[src/rtl/mclk_div_pkg.sv]
package mclk_div_pkg;

    typedef enum logic [1:0] {
        RATE_LOW  = 2'b01,
        RATE_HIGH = 2'b10
    } rate_e;

    localparam int LOW_DIV  = 192;
    localparam int HIGH_DIV = 256;

    function automatic rate_e pick_rate(input bit variant, input logic hi_class);
        return (hi_class ^ variant) ? RATE_LOW : RATE_HIGH;
    endfunction

endpackage

[src/rtl/sel_sync.sv]
module sel_sync #(
    parameter int STAGES = 2
) (
    input  logic clk,
    input  logic rst,
    input  logic d,
    output logic q
);
    logic [STAGES-1:0] chain;

    always_ff @(posedge clk) begin
        if (rst) chain <= '0;
        else     chain <= {chain[STAGES-2:0], d};
    end

    assign q = chain[STAGES-1];
endmodule

[src/rtl/sel_classifier.sv]
module sel_classifier
    import mclk_div_pkg::*;
#(
    parameter bit VARIANT   = 1'b0,
    parameter int MIN_EDGES = 2
) (
    input  logic  clk,
    input  logic  rst,
    input  logic  sel_s,
    input  logic  frame_end,
    output rate_e rate
);
    localparam int EW = $clog2(MIN_EDGES + 1);

    logic          sel_d;
    logic          edge_seen;
    logic [EW-1:0] edge_cnt;
    logic          clk_seen;

    assign edge_seen = sel_s ^ sel_d;
    assign clk_seen  = (edge_cnt >= EW'(MIN_EDGES));

    always_ff @(posedge clk) begin
        if (rst) begin
            sel_d    <= 1'b0;
            edge_cnt <= '0;
            rate     <= RATE_HIGH;
        end else begin
            sel_d <= sel_s;
            if (frame_end) begin
                edge_cnt <= '0;
                rate     <= pick_rate(VARIANT, clk_seen | sel_s);
            end else if (edge_seen && !clk_seen) begin
                edge_cnt <= edge_cnt + EW'(1);
            end
        end
    end

    // rate holds outside frame boundaries
    assert_rate_hold_R10: assert property (@(posedge clk) disable iff (rst)
        !frame_end |=> $stable(rate));

endmodule

[src/rtl/frame_counter.sv]
module frame_counter
    import mclk_div_pkg::*;
(
    input  logic  clk,
    input  logic  rst,
    input  rate_e rate,
    input  logic  fsync,
    output logic  strobe
);
    localparam int CW = $clog2(HIGH_DIV);
    localparam logic [CW-1:0] LAST_HIGH = CW'(HIGH_DIV - 1);
    localparam logic [CW-1:0] LAST_LOW  = CW'(LOW_DIV - 1);

    logic [CW-1:0] cnt, cnt_n, last;
    logic          pad, pad_n;
    logic          low_mode;

    assign low_mode = (rate == RATE_LOW);
    assign last     = low_mode ? LAST_LOW : LAST_HIGH;
    assign strobe   = (cnt == last);

    always_comb begin
        cnt_n = cnt + CW'(1);
        pad_n = 1'b0;
        if (low_mode && fsync) begin
            cnt_n = CW'(1);
        end else if (cnt == last) begin
            cnt_n = '0;
        end else if (low_mode && cnt == '0 && !pad) begin
            cnt_n = '0;
            pad_n = 1'b1;
        end
    end

    always_ff @(posedge clk) begin
        if (rst) begin
            cnt <= '0;
            pad <= 1'b0;
        end else begin
            cnt <= cnt_n;
            pad <= pad_n;
        end
    end

    // strobe never lasts two cycles
    assert_strobe_single_R2: assert property (@(posedge clk) disable iff (rst)
        strobe |=> !strobe);

    // at most one absorbed cycle per frame
    assert_pad_once_R5: assert property (@(posedge clk) disable iff (rst)
        (cnt == '0 && pad) |=> (cnt == CW'(1)));

    // high rate counts straight through, fsync ignored
    assert_high_steady_R3: assert property (@(posedge clk) disable iff (rst)
        (rate == RATE_HIGH && !strobe) |=> (cnt == $past(cnt) + CW'(1)));

    // fsync restarts the frame in low-rate mode
    assert_fsync_realign_R6: assert property (@(posedge clk) disable iff (rst)
        (low_mode && fsync) |=> (cnt == CW'(1)));

endmodule

[src/rtl/frame_clock_divider.sv]
module frame_clock_divider
    import mclk_div_pkg::*;
#(
    parameter bit VARIANT     = 1'b0,
    parameter int SYNC_STAGES = 2,
    parameter int MIN_EDGES   = 2
) (
    input  logic       clk,
    input  logic       rst,
    input  logic       sel_raw,
    input  logic       fsync,
    output logic       frame_strobe,
    output logic [1:0] rate_code
);
    logic  sel_s;
    logic  strobe;
    rate_e rate;

    sel_sync #(.STAGES(SYNC_STAGES)) u_sync (
        .clk (clk),
        .rst (rst),
        .d   (sel_raw),
        .q   (sel_s)
    );

    sel_classifier #(.VARIANT(VARIANT), .MIN_EDGES(MIN_EDGES)) u_class (
        .clk       (clk),
        .rst       (rst),
        .sel_s     (sel_s),
        .frame_end (strobe),
        .rate      (rate)
    );

    frame_counter u_cnt (
        .clk    (clk),
        .rst    (rst),
        .rate   (rate),
        .fsync  (fsync),
        .strobe (strobe)
    );

    assign frame_strobe = strobe;
    assign rate_code    = rate;

    // decoded code always one of the two legal values
    assert_code_legal_R1: assert property (@(posedge clk) disable iff (rst)
        (rate_code == 2'b01 || rate_code == 2'b10));

endmodule

[config.mk]
export PLATFORM = sky130hd
export DESIGN_NAME = frame_clock_divider
export DESIGN_NICKNAME = d
export VERILOG_FILES = /design/src/rtl/mclk_div_pkg.sv /design/src/rtl/sel_sync.sv /design/src/rtl/sel_classifier.sv /design/src/rtl/frame_counter.sv /design/src/rtl/frame_clock_divider.sv
export SDC_FILE = /design/constraint.sdc
export NUM_CORES = 1
export LEC_CHECK = 0
export CORE_AREA = 2 2 39 41
export CTS_BUF_LIST = sky130_fd_sc_hd__clkbuf_8
export DETAILED_ROUTE_END_ITERATION = 16
export DIE_AREA = 0 0 41 43
export DONT_BUFFER_PORTS = 1
export PLACE_DENSITY = 0.68
export SLEW_MARGIN = 30
export SYNTH_ARGS = -nofsm -noshare
export SYNTH_HDL_FRONTEND = slang
export SYNTH_HIERARCHICAL = 1
export SYNTH_SLANG_ARGS = --single-unit
[constraint.sdc]
create_clock -name clk -period 4.9 [get_ports clk]
set_clock_uncertainty 0.1 [all_clocks]
set_input_delay 0.49 -clock clk [delete_from_list [all_inputs] [get_ports clk]]
set_output_delay 0.49 -clock clk [all_outputs]
set_load 0.03 [all_outputs]
==> impl_results.md <==
- Total of buffers placed on input and output ports: 0
- Y dimension of the die: 43 um
- Worst-case headroom to the max-slew limit: 0.400
- Worst reg2reg setup slack: 2.55 ns
- Cell taking the most area after synthesis: sky130_fd_sc_hd__dfxtp_1
- Share of final-layout standard cells stronger than drive strength 1: 0.115
- Row cnt: 14
- TritonCTS clock tree: built
- Launch instance of the worst min-delay path: rst
- Count of flip-flops with a built-in enable after synthesis: 0
- Post-placement setup slack: 2.56 ns
- Antenna violations before repair: 0
- H-Tree Level Count: 1
- CTS buffer count: 3
- Layout overhead on the synthesized area: 11.5%
- Via count of the first global-routing pass: 433
- Unrepaired setup endpoints after global routing: false
- Post-synthesis sequential element count: 16
- Vias: 491
- Type of the worst min-delay path: primary input to flop
- Maximum clock frequency: 390 MHz
- Clock input transition at the sequential cells of the worst setup and hold paths: 0.06 ns
- Required @ worst endpoint: 4.31 ns
- Async set or reset register ratio after synthesis: 0
- Most repeated cell in the gate-level netlist after synthesis: sky130_fd_sc_hd__dfxtp_1
- Number of nets in the final layout: 86
- Total power per unit cell area: 345 nW/um^2
- Effective utilization at floorplan: 0.505
- Number of resized instances in the post-cts repair step: 0
- Largest voltage drop on the vdd net: 0.169 mV
- Area fraction of the dominant cell type after synthesis: 0.459
- Diodes inserted: 0
- Critical path arrival: 1.98 ns
- Setup Total Neg Slack: 0 ns
- Largest fanout on the critical path: 8
- Detailed Routing Iterations Pass 1: 2
- DRC violation total after the first TritonRoute iteration: 8
- GRT Resource Usage Total: 0.148
- Clock tree root buffer cell: sky130_fd_sc_hd__clkbuf_8
- RR Endpoint: u_class/edge_cnt[0]
- Worst setup endpoint: frame_strobe
- Antenna violation net count after detailed routing: 0
- First-pass GRT wire length: 1770 um
- Crit path kind: flop to output pin
- LEAKAGE: 0.303 nW
- Non-Filler Cell Area, Final: 778 sq um
- Syn_nets: 81
- Number of setup violations in the final report: 0
- Leading cell types by count after synthesis: sky130_fd_sc_hd__dfxtp_1 (16), sky130_fd_sc_hd__nor2_1 (11), sky130_fd_sc_hd__inv_1 (7)
- Buffers inserted by post-CTS timing repair: 0
- Syn Inst Count: 74
- Final cycle utilization of the critical path: 0.524
- Transition time at the pin with the least slew margin: 0.895 ns
- Max-cap violations: 0
- Post-synthesis sequential area ratio: 0.459
- Critical Path Sink Type: output pin
- Fin. Hold Viols: 0
- RR Startpoint: u_class/rate[0]
- Final routed DRC violation total: 0
- Overall die width: 41 um
- Outcome: finished, final reports clean
- Final setup margin: 2.33 ns
- Yosys warning total: 6
- Floorplan die area: 1760 sq um
- Core box area: 1380 sq um
- Final routed wire length divided by cell count: 11.9 um
- Cell types occupying the most area after synthesis: sky130_fd_sc_hd__dfxtp_1 (46%), sky130_fd_sc_hd__nor2_1 (5.9%), sky130_fd_sc_hd__ha_1 (5.4%)
- Global placement routability congestion: 0.633
- Number of cells traversed by the worst hold path: 1
- Synth Area per Inst: 9.43 sq um
- Main synth FF type: sky130_fd_sc_hd__dfxtp_1
- Clock latency on the worst-skew pair: 0.24 ns
- Clock Sinks: 16
- Number of distinct standard cells referenced by the synthesized netlist: 23
- Number of max-slew violations in the final report: 0
- HPWL reported at the end of detailed placement: 840 um
- Detailed-route vias per instance: 5.22
- Largest net degree at the start of global routing: 10
- Kind of start point of the critical path: flop
- Maximum number of buffers from clock root to sink: 2
- Detailed Route WL: 1120 um
- Worst hold margin: 0.202 ns
- Cell count of the worst reg-to-reg path: 5
- Start point of the critical path: u_class/rate[0]
- Final critical-path required period: 2.57 ns
- Mapped Area: 698 sq um
- Number of primary I/O pins: 7
- Congestion Overflow GR: 0
- # hold bufs at CTS: 0
- Placed standard-cell area: 723 sq um
## how the worst min path moves through the flow
stage	end	slack (ns)
global placement	u_sync/chain[1]	0.33
CTS	u_class/sel_d	0.19
detailed placement	u_sync/chain[1]	0.34
finish	u_class/sel_d	0.20
global route	u_class/sel_d	0.19
floorplan	u_sync/chain[1]	0.31
## power by group
group | switching [W] | internal [W]
combinational | 0.00000807 | 0.00000719
clock | 0.0000442 | 0.0000711
sequential | 0.00000342 | 0.000134
## worst max-delay path, cell delays in order (launching register included)
cell and delay [ns]:
sky130_fd_sc_hd__dfxtp_1 0.52, sky130_fd_sc_hd__nor2b_1 0.31, sky130_fd_sc_hd__xnor2_1 0.19, sky130_fd_sc_hd__nor3_2 0.71
## metal layers
metal | track usage | routed length, um
met1 | 0.193 | 544
met2 | 0.219 | 545
met3 | 0.0314 | 25
met4 | 0.0800 | 0
met5 | 0 | 0
## layout make-up
cell class	instances	area (sq um)
Fill cell	130	606
Sequential cell	16	320
Inverter	7	26.3
Tap cell	16	20.0
Clock buffer	4	55.1
Multi-Input combinational cell	51	357
## cell families (layout without fill, tap and decap cells)
logic type | Yosys count | in the layout | share of synthesized area
compound gates | 10 | 10 | 0.133
xor+xnor | 8 | 8 | 0.100
buf+inv | 7 | 11 | 0.0376
fa+ha+maj | 3 | 3 | 0.0538
simple gates | 30 | 30 | 0.217
flops | 16 | 16 | 0.459
## metrics by stage
stage,power [W],std cells,utilization
detailed placement,0.000156,90,0.523
finish,0.000268,94,0.562
global route,0.000279,94,0.562
floorplan,0.000153,74,-
CTS,0.000273,94,0.562
global placement,0.000155,90,0.523
## registers in the layout, indices dropped and copies added, names as in the netlist
name	flops
u_class/edge_cnt	2
u_class/rate	2
u_class/sel_d	1
u_cnt/cnt	8
u_cnt/pad	1
u_sync/chain	2
## placed cells by master (no fill, tap or decap)
| master | n |
|---|---|
| sky130_fd_sc_hd__a31o_1 | 1 |
| sky130_fd_sc_hd__inv_1 | 7 |
| sky130_fd_sc_hd__o311ai_4 | 1 |
| sky130_fd_sc_hd__clkbuf_8 | 4 |
| sky130_fd_sc_hd__nor3_2 | 1 |
| sky130_fd_sc_hd__o21a_1 | 1 |
| sky130_fd_sc_hd__nor3b_1 | 1 |
| sky130_fd_sc_hd__a31oi_1 | 1 |
| sky130_fd_sc_hd__nor2b_1 | 3 |
| sky130_fd_sc_hd__nand3_1 | 3 |
| sky130_fd_sc_hd__a21oi_1 | 3 |
| sky130_fd_sc_hd__o21ai_0 | 1 |
| sky130_fd_sc_hd__nor4_1 | 1 |
| sky130_fd_sc_hd__nor2_1 | 11 |
| sky130_fd_sc_hd__or2_4 | 1 |
| sky130_fd_sc_hd__nand2_1 | 4 |
| sky130_fd_sc_hd__nor3_1 | 3 |
| sky130_fd_sc_hd__dfxtp_1 | 16 |
| sky130_fd_sc_hd__nor4b_1 | 1 |
| sky130_fd_sc_hd__ha_1 | 3 |
| sky130_fd_sc_hd__xor2_1 | 4 |
| sky130_fd_sc_hd__xnor2_1 | 4 |
| sky130_fd_sc_hd__o311ai_0 | 1 |
| sky130_fd_sc_hd__nand3_2 | 1 |
| sky130_fd_sc_hd__a2111oi_2 | 1 |
Note: power is estimated with default switching activity, not from simulation.
